==> src/rtl/spi_engine_pkg.sv <==
// Shared definitions for the SPI engine: status word bit positions and the
// configuration record. Assumes an 8-bit status word.
package spi_engine_pkg;
    localparam int ST_W    = 8;
    localparam int ST_BUSY = 7;
    localparam int ST_MEN  = 6;
    localparam int ST_CPHA = 5;
    localparam int ST_CPOL = 4;
    localparam int ST_SEL  = 3;
    localparam int ST_NSS  = 2;
    localparam int ST_SRMT = 1;
    localparam int ST_RXE  = 0;

    typedef struct packed {
        logic men;
        logic cpha;
        logic cpol;
    } spi_cfg_t;
endpackage

==> src/rtl/spi_engine_sync.sv <==
// Multi-flop synchronizer for one asynchronous input.
// Assumes STAGES >= 2. The reset value is chosen by the instantiating module.
module spi_engine_sync #(
    parameter int   STAGES  = 2,
    parameter logic RST_VAL = 1'b0
) (
    input  logic clk,
    input  logic rst_n,
    input  logic d,
    output logic q
);
    logic [STAGES-1:0] chain;

    // shift the input through the flop chain
    always_ff @(posedge clk) begin
        if (!rst_n) chain <= {STAGES{RST_VAL}};
        else        chain <= {chain[STAGES-2:0], d};
    end

    assign q = chain[STAGES-1];
endmodule

==> src/rtl/spi_engine_nss_filter.sv <==
// Select-pin deglitcher: a synchronizer, then a filter that changes the
// output only after FILT_LEN equal samples in a row.
// Assumes FILT_LEN >= 2. The pin is active low and idles high.
module spi_engine_nss_filter #(
    parameter int STAGES   = 2,
    parameter int FILT_LEN = 3
) (
    input  logic clk,
    input  logic rst_n,
    input  logic nss_pin,
    output logic selected
);
    logic                nss_s;
    logic [FILT_LEN-1:0] hist;
    logic                filt;

    spi_engine_sync #(.STAGES(STAGES), .RST_VAL(1'b1)) u_sync (
        .clk(clk), .rst_n(rst_n), .d(nss_pin), .q(nss_s)
    );

    // record recent samples and update the filtered level once they agree
    always_ff @(posedge clk) begin
        if (!rst_n) begin
            hist <= '1;
            filt <= 1'b1;
        end else begin
            hist <= {hist[FILT_LEN-2:0], nss_s};
            if (&hist)       filt <= 1'b1;
            else if (~|hist) filt <= 1'b0;
        end
    end

    assign selected = ~filt;
endmodule

==> src/rtl/spi_engine_master.sv <==
// Master shifter. It drives SCK, MOSI and an active-low select, with a half
// period of (div+1) system clocks, and captures MISO on the last system clock
// of each bit. Assumes start is pulsed only while the engine is idle.
module spi_engine_master #(
    parameter int DATA_W = 8,
    parameter int DIV_W  = 8
) (
    input  logic              clk,
    input  logic              rst_n,
    input  logic              cpol,
    input  logic              cpha,
    input  logic [DIV_W-1:0]  div,
    input  logic              start,
    input  logic [DATA_W-1:0] tx_byte,
    input  logic              miso_i,
    output logic              busy,
    output logic              sck_o,
    output logic              mosi_o,
    output logic              nss_o,
    output logic [DATA_W-1:0] rx_byte
);
    localparam int BIT_W = $clog2(DATA_W);
    localparam logic [BIT_W-1:0] LAST_BIT = BIT_W'(DATA_W - 1);

    logic [DATA_W-1:0] shreg;
    logic [DIV_W-1:0]  cnt;
    logic [BIT_W-1:0]  bitcnt;
    logic              half;

    // step the half-period counter, shift bits and capture the finished byte
    always_ff @(posedge clk) begin
        if (!rst_n) begin
            busy    <= 1'b0;
            shreg   <= '0;
            cnt     <= '0;
            bitcnt  <= '0;
            half    <= 1'b0;
            rx_byte <= '0;
        end else if (!busy) begin
            if (start) begin
                busy   <= 1'b1;
                shreg  <= tx_byte;
                cnt    <= '0;
                bitcnt <= '0;
                half   <= 1'b0;
            end
        end else if (cnt == div) begin
            cnt <= '0;
            if (!half) begin
                half <= 1'b1;
            end else begin
                half <= 1'b0;
                if (bitcnt == LAST_BIT) begin
                    busy    <= 1'b0;
                    rx_byte <= {shreg[DATA_W-2:0], miso_i};
                end else begin
                    shreg  <= {shreg[DATA_W-2:0], miso_i};
                    bitcnt <= bitcnt + 1'b1;
                end
            end
        end else begin
            cnt <= cnt + 1'b1;
        end
    end

    assign sck_o  = busy ? (cpol ^ half ^ cpha) : cpol;
    assign mosi_o = shreg[DATA_W-1];
    assign nss_o  = ~busy;
endmodule

==> src/rtl/spi_engine_slave.sv <==
// Slave shifter. It works on synchronized SCK/MOSI and the filtered select,
// holds a one-byte transmit buffer and a one-byte receive buffer, and keeps
// the shift-register-empty and receive-empty flags.
// Assumes each SCK half period lasts several system clocks.
module spi_engine_slave #(
    parameter int DATA_W = 8
) (
    input  logic              clk,
    input  logic              rst_n,
    input  logic              active,
    input  logic              cpol,
    input  logic              cpha,
    input  logic              selected,
    input  logic              sck_s,
    input  logic              mosi_s,
    input  logic              tx_we,
    input  logic [DATA_W-1:0] tx_byte,
    input  logic              rx_re,
    output logic              busy,
    output logic              srmt,
    output logic              rx_empty,
    output logic [DATA_W-1:0] rx_byte,
    output logic              miso_o
);
    localparam int BIT_W = $clog2(DATA_W);
    localparam logic [BIT_W-1:0] LAST_BIT = BIT_W'(DATA_W - 1);

    logic              sck_q;
    logic              edge_e, lead_e, trail_e, sample_e, shift_e;
    logic              complete, load_idle;
    logic [DATA_W-1:0] tx_buf, tx_sh, rx_sh;
    logic              tx_full, primed;
    logic [BIT_W-1:0]  idx, rcnt;

    // remember the previous synchronized clock level for edge detection
    always_ff @(posedge clk) begin
        if (!rst_n) sck_q <= 1'b0;
        else        sck_q <= sck_s;
    end

    assign edge_e    = active && selected && (sck_s != sck_q);
    assign lead_e    = edge_e && (sck_s != cpol);
    assign trail_e   = edge_e && (sck_s == cpol);
    assign sample_e  = cpha ? trail_e : lead_e;
    assign shift_e   = cpha ? lead_e : trail_e;
    assign complete  = cpha ? (sample_e && rcnt == LAST_BIT)
                            : (shift_e && idx == LAST_BIT);
    assign load_idle = active && !busy && srmt && tx_full && !edge_e;

    // hold the host's transmit byte until the shift register takes it
    always_ff @(posedge clk) begin
        if (!rst_n) begin
            tx_buf  <= '0;
            tx_full <= 1'b0;
        end else if (tx_we && active) begin
            tx_buf  <= tx_byte;
            tx_full <= 1'b1;
        end else if (load_idle || (complete && tx_full)) begin
            tx_full <= 1'b0;
        end
    end

    // latch a completed byte and clear the empty flag until the host reads it
    always_ff @(posedge clk) begin
        if (!rst_n) begin
            rx_byte  <= '0;
            rx_empty <= 1'b1;
        end else if (sample_e && rcnt == LAST_BIT) begin
            rx_byte  <= {rx_sh[DATA_W-2:0], mosi_s};
            rx_empty <= 1'b0;
        end else if (rx_re) begin
            rx_empty <= 1'b1;
        end
    end

    // frame sequencing: bit counters, shift register loads and flags
    always_ff @(posedge clk) begin
        if (!rst_n) begin
            tx_sh  <= '0;
            rx_sh  <= '0;
            idx    <= '0;
            rcnt   <= '0;
            primed <= 1'b0;
            busy   <= 1'b0;
            srmt   <= 1'b1;
        end else if (!active || !selected) begin
            idx    <= '0;
            rcnt   <= '0;
            primed <= 1'b0;
            busy   <= 1'b0;
            if (busy) begin
                srmt  <= 1'b1;
                tx_sh <= '0;
            end else if (load_idle) begin
                tx_sh <= tx_buf;
                srmt  <= 1'b0;
            end
        end else begin
            if (edge_e) begin
                busy <= 1'b1;
                srmt <= 1'b0;
            end
            if (sample_e) begin
                rx_sh <= {rx_sh[DATA_W-2:0], mosi_s};
                rcnt  <= (rcnt == LAST_BIT) ? '0 : rcnt + 1'b1;
            end
            if (shift_e) begin
                if (cpha && !primed)    primed <= 1'b1;
                else if (idx != LAST_BIT) idx  <= idx + 1'b1;
            end
            if (complete) begin
                busy   <= 1'b0;
                idx    <= '0;
                primed <= 1'b0;
                if (tx_full) begin
                    tx_sh <= tx_buf;
                    srmt  <= 1'b0;
                end else begin
                    tx_sh <= '0;
                    srmt  <= 1'b1;
                end
            end else if (load_idle) begin
                tx_sh <= tx_buf;
                srmt  <= 1'b0;
            end
        end
    end

    assign miso_o = (active && selected) ? tx_sh[LAST_BIT - idx] : 1'b0;
endmodule

==> src/rtl/spi_engine.sv <==
// SPI engine top. It holds the configuration, divider and collision flag,
// selects the master or slave shifter by the mode bit, and builds the
// status word. Assumes DATA_W = 8 (status and configuration share the host
// bus) and DIV_W <= DATA_W.
module spi_engine
    import spi_engine_pkg::*;
#(
    parameter int DATA_W   = 8,
    parameter int DIV_W    = 8,
    parameter int SYNC_N   = 2,
    parameter int FILT_LEN = 3
) (
    input  logic              clk,
    input  logic              rst_n,
    input  logic              tx_we,
    input  logic              cfg_we,
    input  logic              div_we,
    input  logic              rx_re,
    input  logic [DATA_W-1:0] host_wdata,
    output logic [DATA_W-1:0] rx_data,
    output logic [ST_W-1:0]   status,
    output logic              wcol,
    output logic              sck_o,
    output logic              mosi_o,
    output logic              nss_o,
    input  logic              sck_i,
    input  logic              mosi_i,
    input  logic              miso_i,
    input  logic              nss_i,
    output logic              miso_o
);
    spi_cfg_t          cfg_q;
    logic [DIV_W-1:0]  div_q;
    logic              m_busy, s_busy, busy_any, start;
    logic              s_srmt, s_rxe, selected;
    logic              sck_s, mosi_s;
    logic [DATA_W-1:0] m_rx, s_rx;

    assign busy_any = cfg_q.men ? m_busy : s_busy;
    assign start    = tx_we && cfg_q.men && !m_busy;

    // configuration and divider writes, accepted only while idle
    always_ff @(posedge clk) begin
        if (!rst_n) begin
            cfg_q <= '0;
            div_q <= '0;
        end else if (!busy_any) begin
            if (cfg_we) begin
                cfg_q.men  <= host_wdata[ST_MEN];
                cfg_q.cpha <= host_wdata[ST_CPHA];
                cfg_q.cpol <= host_wdata[ST_CPOL];
            end
            if (div_we) div_q <= host_wdata[DIV_W-1:0];
        end
    end

    // sticky collision flag: set by a master write while busy, cleared by an idle config write
    always_ff @(posedge clk) begin
        if (!rst_n)                            wcol <= 1'b0;
        else if (tx_we && cfg_q.men && m_busy) wcol <= 1'b1;
        else if (cfg_we && !busy_any)          wcol <= 1'b0;
    end

    spi_engine_sync #(.STAGES(SYNC_N), .RST_VAL(1'b0)) u_sck_sync (
        .clk(clk), .rst_n(rst_n), .d(sck_i), .q(sck_s)
    );
    spi_engine_sync #(.STAGES(SYNC_N), .RST_VAL(1'b0)) u_mosi_sync (
        .clk(clk), .rst_n(rst_n), .d(mosi_i), .q(mosi_s)
    );

    spi_engine_nss_filter #(.STAGES(SYNC_N), .FILT_LEN(FILT_LEN)) u_nss (
        .clk(clk), .rst_n(rst_n), .nss_pin(nss_i), .selected(selected)
    );

    spi_engine_master #(.DATA_W(DATA_W), .DIV_W(DIV_W)) u_master (
        .clk(clk), .rst_n(rst_n), .cpol(cfg_q.cpol), .cpha(cfg_q.cpha),
        .div(div_q), .start(start), .tx_byte(host_wdata), .miso_i(miso_i),
        .busy(m_busy), .sck_o(sck_o), .mosi_o(mosi_o), .nss_o(nss_o),
        .rx_byte(m_rx)
    );

    spi_engine_slave #(.DATA_W(DATA_W)) u_slave (
        .clk(clk), .rst_n(rst_n), .active(!cfg_q.men), .cpol(cfg_q.cpol),
        .cpha(cfg_q.cpha), .selected(selected), .sck_s(sck_s),
        .mosi_s(mosi_s), .tx_we(tx_we), .tx_byte(host_wdata), .rx_re(rx_re),
        .busy(s_busy), .srmt(s_srmt), .rx_empty(s_rxe), .rx_byte(s_rx),
        .miso_o(miso_o)
    );

    assign rx_data = cfg_q.men ? m_rx : s_rx;

    // assemble the status word; the slave flags read 1 in master mode
    always_comb begin
        status          = '0;
        status[ST_BUSY] = busy_any;
        status[ST_MEN]  = cfg_q.men;
        status[ST_CPHA] = cfg_q.cpha;
        status[ST_CPOL] = cfg_q.cpol;
        status[ST_SEL]  = selected;
        status[ST_NSS]  = nss_i;
        status[ST_SRMT] = cfg_q.men | s_srmt;
        status[ST_RXE]  = cfg_q.men | s_rxe;
    end
endmodule

==> config.mk <==
export PLATFORM = sky130hd
export DESIGN_NAME = spi_engine
export DESIGN_NICKNAME = d
export VERILOG_FILES = /design/src/rtl/spi_engine_pkg.sv /design/src/rtl/spi_engine_sync.sv /design/src/rtl/spi_engine_nss_filter.sv /design/src/rtl/spi_engine_master.sv /design/src/rtl/spi_engine_slave.sv /design/src/rtl/spi_engine.sv
export SDC_FILE = /design/constraint.sdc
export NUM_CORES = 1
export LEC_CHECK = 0
export BUFFER_PORTS_ARGS = -buffer_cell sky130_fd_sc_hd__buf_4
export CAP_MARGIN = 25
export CORE_ASPECT_RATIO = 1.1
export CORE_MARGIN = 5
export CORE_UTILIZATION = 53
export CTS_CLUSTER_DIAMETER = 200
export DETAILED_ROUTE_END_ITERATION = 6
export HOLD_SLACK_MARGIN = 0.08
export PLACE_DENSITY_LB_ADDON = 0.08
export SYNTH_ARGS = -nofsm -noshare
export SYNTH_HDL_FRONTEND = slang
export SYNTH_SLANG_ARGS = --single-unit
==> constraint.sdc <==
create_clock -name clk -period 1.6 [get_ports clk]
set_input_delay 0.32 -clock clk [delete_from_list [all_inputs] [get_ports clk]]
set_output_delay 0.32 -clock clk [all_outputs]
set_load 0.01 [all_outputs]
==> flow_summary.toml <==
[logic_synthesis]
yosys_warnings = 0
seq_area_frac_synth_pct = 46.06
synth_fa_ha_area_share_pct = 2.144
synthCells = 449
synthXorXnorAreaFrac_pct = 3.216
synth_top_family_by_area = "simple AND/OR/NAND/NOR gates"
synthMuxAreaShare_pct = 8.974
syn_area_mm2 = 0.004085
syn_nets = 474
synth_compound_area_share_pct = 14.85
synthArstFlopShare_pct = 0
ys_ff_latch = 94
syn-mean-instance-area_um2 = 9.098
synth-simple-area-share_pct = 20.31
synth-main-ff-cell = "dfxtp_1"
synth.distinct_cells = 52
synth_edf_count = 0

[critical_path]
worst-path-max-fanout = 2
start_kind = "register"
cpPeakStageDelay_ps = 480
r2r-start = "u_slave.idx[0]"
crit_end = "miso_o"
worstPathCellList = "buf_6 > mux4_2 > mux2i_1 > nor2_1 > buf_4"
critical_path_buf_inv_count = 2
critPathSlowestCell = "mux4_2"
worstSetupStartpoint = "u_slave.idx[0]"
critPathKind = "reg -> out"
r2r_cells = 10
crit_arrival_ps = 1690
worst-path-stages = 5
r2r-end = "u_slave.tx_sh[4]"
cp.required_ps = 1280
r2r_slack_ps = -330
end_kind = "output port"
critPathTopFamily = "multiplexers"

[status]
violations = "setup timing"
outcome = "complete, but fails checks"

[drt]
wl_per_cell_um = 15.68
viasPerCell = 5.386
via_count = 3501
drtIter0Drc = 151
postRouteAntennaNets = 0
totalWireLength_um = 10190
drc = 0
first_pass_iters = 4

[power_and_ir_drop]
p_leak_nw = 2.222
total_power_mw = 4.657
pwr_density_cell_mw_per_mm2 = 824.5
vdd_drop_max_mv = 0.5634

[clock_tree]
cts_made_buffers = 9
cts.sinks = 94
clk_pin_slew_ps = 100
cts_max_path_buffers = 2
h-tree-depth = 3
cts_hold_buffers = 0
cts_tree = "done"
root_buffer = "clkbuf_8"
clock_latency_ps = 360

[die]
die_area_mm2 = 0.009566
coreArea_mm2 = 0.007473
dieWidth_um = 93.71
start_util_pct = 54.66
rows = 33
io_pins = 39
die_h_um = 102.1

[layout]
drive_gt1_share_pct = 39.63
final_common_cell = "buf_4"
antenna_cells = 0
syn2layout_area_growth_pct = 38.25
mostFrequentLayoutCells = "buf_4 (79), dfxtp_1 (73), nand2_1 (71)"
final_area_mm2 = 0.005648
num-nets-final = 565

[global_routing]
grt_pass1_wl_um = 15930
first_global_vias = 3327
track_usage_pct = 21.02
grt_max_degree = 38
grt-ovfl-total = 0
antenna_found_initial = 0

[sta]
setup_violations = 29
max_clock_freq_ghz = 0.4980
maxSlewViolCount = 0
clock_skew_ps = 9.765
setup_ws_ps = -408.1
hold_violations = 0
worstMarginPinSlew_ps = 413.3
fin_crit_sh_pct = 125.5
period_needed_ps = 2008
slew_headroom_pct = 72.44
rsz0062_at_grt = "true"

[placed_design]
hpwlAfterDp_um = 6567
place_congestion = 0.8161
placed_cell_area_mm2 = 0.004791
place.port_buffers = 38

[min_path]
hold_class = "in -> reg"

[flow_run]
maxCapViolations = 0
==> per-layer routing <==
metal  global-route usage [%]  up-vias  wire length (µm)
li1                         -     1745                 -
met1                    27.38     1667              4479
met2                    34.90       77              5051
met3                    4.418       12               525
met4                    7.000        0               136
met5                        0        -                 0
==> cell type report <==
| type | instances | area, µm² |
|---|---|---|
| Multi-Input combinational cell | 317 | 2377 |
| Clock buffer | 10 | 137.6 |
| Inverter | 6 | 22.52 |
| Fill cell | 511 | 1826 |
| Tap cell | 105 | 131.4 |
| Clock inverter | 6 | 68.82 |
| Timing Repair Buffer | 112 | 994.7 |
| Sequential cell | 94 | 1916 |
==> through the flow <==
step	worst slack (ps)	cells	util (%)	TNS [ps]	hold WS [ps]
3_3_place_gp	-87.65	609	64.11	-1302	389.2
4_1_cts	-427.7	638	71.32	-5544	143.3
6_report	-408.1	650	75.57	-5690	156.9
3_5_place_dp	-140.0	609	64.11	-2215	394.0
5_1_grt	-483.4	650	75.57	-8279	141.5
2_1_floorplan	-39.73	449	-	-317.8	386.3
==> flip-flops by register name (all words and copies together), names as in the netlist, 2 cells and up <==
| signal | count |
|---|---|
| div_q | 8 |
| status | 3 |
| u_master.bitcnt | 3 |
| u_master.cnt | 8 |
| u_master.rx_byte | 8 |
| u_master.shreg | 8 |
| u_mosi_sync.chain | 2 |
| u_nss.hist | 3 |
| u_nss.u_sync.chain | 2 |
| u_sck_sync.chain | 2 |
| u_slave.idx | 3 |
| u_slave.rcnt | 3 |
| u_slave.rx_byte | 8 |
| u_slave.rx_sh | 7 |
| u_slave.tx_buf | 8 |
| u_slave.tx_sh | 8 |
==> synthesized netlist by cell type, types with 2 or more instances <==
library cell  count  area, µm²
or3_1             3      18.77
o21ai_0          25      125.1
a32o_1            2      20.02
nor2b_1           2      12.51
mux4_2            2      45.04
and2_1            7      43.79
o221a_1           8      90.09
inv_1             5      18.77
nand4_1           3      18.77
dfxtp_1          94       1882
nand2b_1          8      50.05
clkbuf_1         12      45.04
a31oi_1           3      18.77
a21oi_1          25      125.1
nand3b_1          3      22.52
nand2_1          73      274.0
a22o_1            8      70.07
buf_4             5      37.54
and3_1            3      18.77
nor3b_1           3      22.52
nor3_1            3      15.01
buf_1             4      15.01
buf_2            10      50.05
mux2i_1          22      220.2
or2_2             4      25.02
xor2_1            4      35.03
xnor2_1          11      96.34
ha_1              7      87.58
o221ai_1          2      17.52
nor2_1           24      90.09
mux2_2            9      101.4
nand3_1          34      170.2
o22ai_1           2      12.51
==> cells by family (layout without fill, tap and decap cells) <==
kind of cell,count (synthesis),in the layout
fa+ha+maj,7,7
compound gates,86,86
simple gates,176,176
mux,33,33
xor+xnor,15,15
flops,94,94
buf+inv,38,134
==> repair_timing <==
action / 4_1_cts / 5_1_grt
gates resized for setup: 61 / 73
buffers inserted: 13 / 10
setup endpoints to repair: 48 / 67
pin swaps: 23 / 30
gates cloned: 0 / 4
==> worst min path at each step <==
stage,from,to,slack [ps],cells after the start
after floorplan,u_nss.u_sync.chain[1],u_nss.hist[0],390,1
after global placement,u_nss.u_sync.chain[1],u_nss.hist[0],390,1
after detailed placement,u_nss.u_sync.chain[1],u_nss.hist[0],390,1
after CTS,nss_i,u_nss.u_sync.chain[0],140,2
after global routing,nss_i,u_nss.u_sync.chain[0],140,2
final,nss_i,u_nss.u_sync.chain[0],160,2
==> power breakdown <==
group	leakage, nW	switching [mW]	internal [mW]
sequential	0.775	0.0625	2.41
clock	0.103	0.853	0.776
combinational	1.34	0.272	0.287
==> worst reg2reg max path, cell delays in order (launching register included) <==
cell and delay, ps:
dfxtp_4 360, buf_4 130, buf_6 110, ha_4 150, ha_4 150, mux2_4 280
o211ai_4 90, buf_6 130, o21bai_1 70, buf_4 170, a22o_1 190
No activity file was read; power rests on OpenSTA's default activity.
